### config.mk
export PLATFORM = sky130hd
export DESIGN_NAME = cic_integ_decim
export DESIGN_NICKNAME = d
export VERILOG_FILES = /design/src/rtl/cic_pkg.sv /design/src/rtl/cic_order_dec.sv /design/src/rtl/cic_integ_stage.sv /design/src/rtl/cic_dec_ctrl.sv /design/src/rtl/cic_integ_decim.sv
export SDC_FILE = /design/constraint.sdc
export NUM_CORES = 1
export LEC_CHECK = 0
export ABC_AREA = 1
export ABC_CLOCK_PERIOD_IN_PS = 5000
export BUFFER_PORTS_ARGS = -buffer_cell sky130_fd_sc_hd__buf_2
export CAP_MARGIN = 25
export CORE_MARGIN = 2
export CORE_UTILIZATION = 50
export CTS_BUF_LIST = sky130_fd_sc_hd__clkbuf_8
export CTS_CLUSTER_DIAMETER = 60
export DETAILED_ROUTE_END_ITERATION = 7
export PLACE_DENSITY = 0.67
export SLEW_MARGIN = 0
export SYNTH_ARGS = -nofsm -noshare
export SYNTH_HDL_FRONTEND = slang
export SYNTH_SLANG_ARGS = --single-unit
### constraint.sdc
create_clock -name clk -period 5 [get_ports clk]
set_input_delay 1.5 -clock clk [delete_from_list [all_inputs] [get_ports clk]]
set_output_delay 1.5 -clock clk [all_outputs]
set_load 0.05 [all_outputs]
### src/rtl/cic_pkg.sv
// Package: shared defaults for the programmable-order integrator chain.
// Assumes stage widths shrink by a fixed step from the first stage.
package cic_pkg;
    localparam int NSTG_DEF    = 5;
    localparam int W_FIRST_DEF = 66;
    localparam int W_STEP_DEF  = 10;
    localparam int RATE_W_DEF  = 5;

    // Width of the order field able to hold values 0..n
    function automatic int ord_width(input int n);
        return $clog2(n + 1);
    endfunction
endpackage

### src/rtl/cic_order_dec.sv
// Order decoder: turns the run-time filter order and the bypass bit into
// one feedback enable per stage. Assumes order values outside 1..NSTG
// mean full order.
module cic_order_dec #(
    parameter int NSTG  = 5,
    parameter int ORD_W = 3
) (
    input  logic [ORD_W-1:0] order_i,
    input  logic             bypass_i,
    output logic [NSTG-1:0]  fb_en_o
);
    logic [ORD_W-1:0] ord_eff;

    // Clamp out-of-range orders to the full chain
    always_comb begin
        if (order_i == '0 || order_i > ORD_W'(NSTG))
            ord_eff = ORD_W'(NSTG);
        else
            ord_eff = order_i;
    end

    // Enable feedback on the first ord_eff stages unless bypassed
    always_comb begin
        for (int i = 0; i < NSTG; i++)
            fb_en_o[i] = !bypass_i && (ORD_W'(i) < ord_eff);
    end
endmodule

### src/rtl/cic_integ_stage.sv
// One integrator stage: adder feeding a register. With feedback enabled it
// adds the input to its own sum, otherwise it registers the input.
// Assumes din is already truncated to W bits; wraps at W bits.
module cic_integ_stage #(
    parameter int W = 26
) (
    input  logic         clk,
    input  logic         rst_n,
    input  logic         adv_i,
    input  logic         fb_en_i,
    input  logic [W-1:0] din_i,
    output logic [W-1:0] q_o
);
    // Accumulate or pass through on each accepted sample
    always_ff @(posedge clk) begin
        if (!rst_n)
            q_o <= '0;
        else if (adv_i)
            q_o <= (fb_en_i ? q_o : '0) + din_i;
    end
endmodule

### src/rtl/cic_dec_ctrl.sv
// Decimation control: counts accepted samples and raises a registered
// capture enable one edge after every (rate_i+1)-th sample.
// Assumes rate_i is held steady during a run.
module cic_dec_ctrl #(
    parameter int RATE_W = 5
) (
    input  logic              clk,
    input  logic              rst_n,
    input  logic              adv_i,
    input  logic [RATE_W-1:0] rate_i,
    output logic              load_o
);
    logic [RATE_W-1:0] cnt_q;
    logic              hit;

    // Terminal count reached (>= guards against a lowered rate)
    always_comb hit = (cnt_q >= rate_i);

    // Sample counter and registered capture enable
    always_ff @(posedge clk) begin
        if (!rst_n) begin
            cnt_q  <= '0;
            load_o <= 1'b0;
        end else begin
            load_o <= adv_i && hit;
            if (adv_i)
                cnt_q <= hit ? '0 : cnt_q + 1'b1;
        end
    end
endmodule

### src/rtl/cic_integ_decim.sv
// Top: five truncating integrator stages of selectable order followed by
// a decimation register loaded from the last stage on every HDEC-th sample.
// Assumes order, bypass and rate are changed only while the chain is reset.
module cic_integ_decim
    import cic_pkg::*;
#(
    parameter int NSTG    = NSTG_DEF,
    parameter int W_FIRST = W_FIRST_DEF,
    parameter int W_STEP  = W_STEP_DEF,
    parameter int RATE_W  = RATE_W_DEF,
    parameter int ORD_W   = ord_width(NSTG_DEF),
    parameter int W_LAST  = W_FIRST - (NSTG - 1) * W_STEP
) (
    input  logic               clk,
    input  logic               rst_n,
    input  logic [W_FIRST-1:0] smp_i,
    input  logic               smp_vld_i,
    input  logic [ORD_W-1:0]   order_i,
    input  logic               bypass_i,
    input  logic [RATE_W-1:0]  rate_i,
    output logic [W_LAST-1:0]  dec_o,
    output logic               dec_vld_o
);
    logic [NSTG-1:0]    fb_en;
    logic               load;
    logic [W_FIRST-1:0] stage1_q;
    logic [W_LAST-1:0]  last_q;

    cic_order_dec #(.NSTG(NSTG), .ORD_W(ORD_W)) u_ord (
        .order_i (order_i),
        .bypass_i(bypass_i),
        .fb_en_o (fb_en)
    );

    cic_dec_ctrl #(.RATE_W(RATE_W)) u_ctrl (
        .clk   (clk),
        .rst_n (rst_n),
        .adv_i (smp_vld_i),
        .rate_i(rate_i),
        .load_o(load)
    );

    for (genvar k = 0; k < NSTG; k++) begin : gen_stg
        localparam int WK = W_FIRST - k * W_STEP;
        logic [WK-1:0] din;
        logic [WK-1:0] q;
        if (k == 0) begin : g_head
            assign din = smp_i;
        end else begin : g_tail
            localparam int WP = W_FIRST - (k - 1) * W_STEP;
            assign din = gen_stg[k-1].q[WP-1 -: WK];
        end
        cic_integ_stage #(.W(WK)) u_stage (
            .clk    (clk),
            .rst_n  (rst_n),
            .adv_i  (smp_vld_i),
            .fb_en_i(fb_en[k]),
            .din_i  (din),
            .q_o    (q)
        );
    end

    assign stage1_q = gen_stg[0].q;
    assign last_q   = gen_stg[NSTG-1].q;

    // Decimation register and its one-cycle valid
    always_ff @(posedge clk) begin
        if (!rst_n) begin
            dec_o     <= '0;
            dec_vld_o <= 1'b0;
        end else begin
            dec_vld_o <= load;
            if (load)
                dec_o <= last_q;
        end
    end
endmodule

After elaboration in Yosys (flattened, before gate mapping)
Index checks and enable logic that the tools add are counted.
{ "word_totals": {"ff_bits": 263, "input_bits": 78, "output_inout_bits": 27} }
{ "op_classes": {"n_mux": 7, "n_reduce_logical": 9, "n_lt_le_gt_ge": 7, "add_sub_neg": 6} }
{ "ops": {"columns": ["op", "n"], "rows": [
  ["66-bit adder", 1],
  ["66-bit two-way mux", 1],
  ["56-bit adder", 1],
  ["56-bit two-way mux", 1],
  ["46-bit adder", 1],
  ["46-bit two-way mux", 1],
  ["36-bit adder", 1],
  ["36-bit two-way mux", 1],
  ["26-bit adder", 1],
  ["26-bit two-way mux", 1],
  ["1-bit logical AND", 6],
  ["1-bit by 3-bit less-than comparator with 1-bit output, first input constant", 2],
  ["2-bit by 3-bit less-than comparator with 1-bit output, first input constant", 2],
  ["5-bit by 1-bit adder with 5-bit output, second input constant", 1],
  ["5-bit >= comparator", 1],
  ["5-bit two-way mux", 1],
  ["3-bit > comparator, second input constant", 1],
  ["3-bit logical NOT", 1],
  ["3-bit less-than comparator, first input constant", 1],
  ["3-bit two-way mux", 1],
  ["1-bit logical NOT", 1],
  ["1-bit logical OR", 1]
]} }

Longest topological paths before layout
{ "logic_depth": {"ltp_word": 7, "depth_mapped": 23, "ltp_nobuf": 23} }

Modules after synthesis
Synthesis repeated with hierarchy kept, for this count alone.
{ "hier_totals": {"cells_unflattened": 5879, "area_unflattened_um2": 31163.6} }
{ "by_module_without_submodules": {"columns": ["module", "seq_area_each_um2", "n_inst", "cells_each", "area_per_inst_um2"], "rows": [
  ["cic_integ_stage at gen_stg[0].u_stage", 1321.3, 1, 1629, 8480.6],
  ["cic_integ_stage at gen_stg[1].u_stage", 1121.1, 1, 1536, 7826.3],
  ["cic_integ_stage at gen_stg[2].u_stage", 920.9, 1, 1153, 6065.8],
  ["cic_integ_stage at gen_stg[3].u_stage", 720.7, 1, 762, 4131.5],
  ["cic_integ_stage at gen_stg[4].u_stage", 520.5, 1, 569, 3061.7],
  ["cic_integ_decim", 540.5, 1, 168, 1137.3],
  ["cic_dec_ctrl", 120.1, 1, 49, 406.6],
  ["cic_order_dec", 0.0, 1, 13, 53.8]
]} }

Least setup slack after synthesis
OpenSTA, ideal clock, no wires.
{ "synth_timing": {"path_kind": "input port to flip-flop", "startpoint": "input order_i[1]", "endpoint": "register gen_stg[1].u_stage.q_o[26]", "path_stages": 23, "slack_ns": 0.951, "setup_ns": 0.113, "path_buffers": 2, "arrival_time_ns": 3.936, "required_time_ns": 4.887, "cell_sequence": "nor2_1 -> nor2_1 -> nand2_1 -> nand2_1 -> buf_2 -> buf_1 -> nor2_1 -> ha_1 -> fa_1 -> nand3_1 -> nand3_2 -> nand2_2 -> nand2_4 -> nand2_2 -> nand2_2 -> nand2_1 -> nand2_2 -> nand2_1 -> nand2_1 -> nand2_1 -> nand2_1 -> o21ai_1 -> inv_1"} }
{ "synth_between": {"elab_chain_len": 7} }
{ "synth_rtl": {"columns": ["element", "line_no", "text"], "rows": [
  ["start: declaration", "cic_integ_decim.sv:18", "input logic [ORD_W-1:0] order_i,"],
  ["3-bit > comparator / 3-bit logical NOT (equally long branches)", "cic_order_dec.sv:16", "if (order_i == '0 || order_i > ORD_W'(NSTG))"],
  ["1-bit logical OR", "cic_order_dec.sv:16", null],
  ["3-bit two-way mux *", "cic_order_dec.sv:16", null],
  ["1-bit by 3-bit less-than comparator with 1-bit output *", "cic_order_dec.sv:25", "fb_en_o[i] = !bypass_i && (ORD_W'(i) < ord_eff);"],
  ["1-bit logical AND *", "cic_order_dec.sv:25", null],
  ["56-bit two-way mux *", "cic_integ_stage.sv:19", "q_o <= (fb_en_i ? q_o : '0) + din_i;"],
  ["56-bit adder *", "cic_integ_stage.sv:19", null],
  ["end signal: assignment", "cic_integ_stage.sv:19", null],
  ["end: declaration", "cic_integ_stage.sv:12", "output logic [W-1:0] q_o"]
]} }
Mark *: on every way between the ends. The rest lies on a longest branch, timed or not.
A chain may end at the register's enable or synchronous reset.

Worst setup path after layout
{ "layout_timing": {"startpoint": "input order_i[1]", "endpoint": "register gen_stg[1].u_stage.q_o[43]"} }
The elaborated chain is that of the path after synthesis.

==> out/metrics.yaml <==
wl_um: 106200
ant_nets: 0
dpl_cell_area_um2: 29380
grt_use_met2: 0.5913
ir_drop_mv: 0.2345
status: "finished clean"
yosysTopAreaCell: "dfxtp_1"
syn_area_per_cell_um2: 5.648
ys_types: 44
drt_first_pass_iters: 7
grt_util_all_layers: 0.3607
worstPathArrival_ns: 4.52
yosys-top-cells-area: "dfxtp_1 19%, nand2_1 16%, inv_1 13%, ha_1 10%, a21oi_1 9.8%"
async_flop_share: 0
num_rows: 86
drive_gt1_frac: 0.07250
clock_skew_ns: 0.03203
antenna_found_initial: 2
slowest_stage: "o21ai_0"
critPathRequiredTime_ns: 5.60
cts_hold_buf: 0
die_x_um: 240.9
rr_startpoint: "gen_stg[0].u_stage.q_o[1]"
worstSetupPathType: "in -> reg"
grt-busiest-layer: "met2"
clk_pin_slew_ns: 0.06
htree_levels: 2
cts.sinks: 263
global_route.usage.met3: 0.05730
ys.flop_type: "dfxtp_1"
coreArea_um2: 55310
cts_buffer_depth: 3
drcViolationCount: 0
final_max_slew_viol_count: 0
dieArea_um2: 58030
drv_cap: 0
cts_made_buffers: 54
met1_usage: 0.4625
slowest_delay_ns: 0.57
cp-start-kind: "input port"
grt_max_degree: 91
tns_ns: 0
post-place-ws_ns: 0.4138
synth_area_um2: 28060
instances_no_fill: 5840
fin_total_pwr_mw: 7.008
worst_pin_slew_ns: 0.8525
wl_per_cell_um: 18.19
critPathMaxFanout: 55
post_cts_buffers: 0
leakage_nw: 16.94
placedCellCount: 5741
yosysSeqAreaShare: 0.1877
port_buffers: 104
power_density_nw_per_um2: 228.8
drt-initial-drc-count: 2547
vias_per_cell: 5.340
hp-class: "reg -> reg"
clock.fmax_mhz: 254.8
cts_resized: 0
grt_pass1_vias: 28860
place.gp.congestion: 1.013
finalSetupViolCount: 0
crit_top_cell: "nand2_1"
end_kind: "flip-flop"
nets: 5363
synth-seq-cells: 263
postSynthCellCount: 4968
slew_headroom: 0.4310
initial_core_util: 0.5073
routed-via-count: 31180
dp_hpwl_um: 86620
cts_tree: "yes"
final_area_um2: 30630
grt_pass1_wl_um: 160700
io_pins: 105
startpoint: "order_i[1]"
synth_common_cells: "1167 x nand2_1, 977 x inv_1, 632 x nor2_1"
synth_top_area_frac: 0.1877
synth_warnings: 0
grt_remaining_overflow: 0
die_h_um: 240.9
area_growth_pct: 9.160
synth_enable_flop_cells: 0
finalCriticalPeriod_ns: 3.925
crit_chain: "buf_2 > nor2_1 > nor2_1 > nand2_1 > nand2_2 > buf_12 > nor2_1 > ha_1 > nand2_1 > o21ai_0 > a21oi_1 > o21ai_0 > nand2_1 > nand4_1 > nand3_1 > nand2_1 > inv_1"
period_share: 0.7849
worstHoldStart: "gen_stg[0].u_stage.q_o[0]"
rsz0062_at_grt: "no"
hold_viol: 0
insertion_delay_ns: 0.70
worst_slack_ns: 1.075
synth.most_common_cell: "nand2_1"
cts-root-buf: "clkbuf_8"
syn-num-nets: 5282
[power breakdown]
part | switching [mW] | total [mW] | internal, mW
logic | 1.31 | 1.93 | 0.615
clock network | 1.15 | 2.63 | 1.48
registers | 0.192 | 2.45 | 2.26
total | 2.65 | 7.01 | 4.36
[layout make-up]
class                      count  area, µm²
fill                        6052      24680
multi-input combinational   3600      18610
sequential                   263       5265
inverter                     997       3755
clock buffer                  74       1018
tap                          748      935.9
timing repair buffer         133      815.8
clock inverter                23      219.0
antenna                        2      5.005
[worst paths after layout]
| kind | slack, ns | cells past startpoint | to |
|---|---|---|---|
| setup / recovery | 1.08 | 17 | gen_stg[1].u_stage.q_o[43] |
| setup reg to reg | 2.17 | 16 | gen_stg[0].u_stage.q_o[46] |
| hold / removal | 0.46 | 2 | gen_stg[0].u_stage.q_o[0] |
| hold reg to reg | 0.46 | 2 | gen_stg[0].u_stage.q_o[0] |
[metrics by stage]
step           hold WS [ns]    util
6_report             0.4566  0.5538
5_1_grt              0.5007  0.5538
4_1_cts              0.4598  0.5537
3_5_place_dp         0.4513  0.5313
3_3_place_gp         0.4496  0.5313
2_1_floorplan        0.4343       -
[sequential cells by signal, indices dropped and copies added (netlist names)]
register,cells
u_ctrl.cnt_q,5
gen_stg.u_stage.q_o,230
dec_vld_o,1
dec_o,26
u_ctrl.load_o,1
[cell usage in the layout (no fill, tap or decap), types with 24 or more instances in the layout]
cell / instances
inv_1: 986
clkbuf_8: 74
o21bai_1: 25
nand3_1: 248
nand4_1: 56
nand2_1: 1166
a21oi_1: 548
buf_2: 103
dfxtp_1: 263
xor2_1: 99
nor3_1: 44
buf_4: 24
nor2_2: 26
o21ai_0: 317
ha_1: 231
nor2_1: 632
o21ai_1: 30
nand2_2: 46
[cells by family (layout without fill, tap and decap cells)]
kind of cell             Yosys count  count (layout)  synth area share
buffers and inverters           1105            1227            0.1490
XOR/XNOR                         111             111           0.03465
adder cells (fa/ha/maj)          236             236            0.1066
other                              0               2                 0
flip-flops                       263             263            0.1877
AO/OA/AOI/OAI                    985             985            0.1844
AND/OR/NAND/NOR                 2268            2268            0.3377
[metal layers]
| layer | up-vias | part of all wire |
|---|---|---|
| met4 | 0 | 0.052 |
| met2 | 1069 | 0.44 |
| met1 | 14030 | 0.43 |
| li1 | 15860 | - |
| met5 | - | 0 |
| met3 | 219 | 0.077 |
[worst max-delay path, delay by kind of cell]
family / cells / cell delay [ns]
AND/OR/NAND/NOR: 10 / 1.09
adder cells (fa/ha/maj): 1 / 0.38
buffers and inverters: 3 / 0.41
AO/OA/AOI/OAI: 3 / 1.11
(Power assumes the default switching activity.)
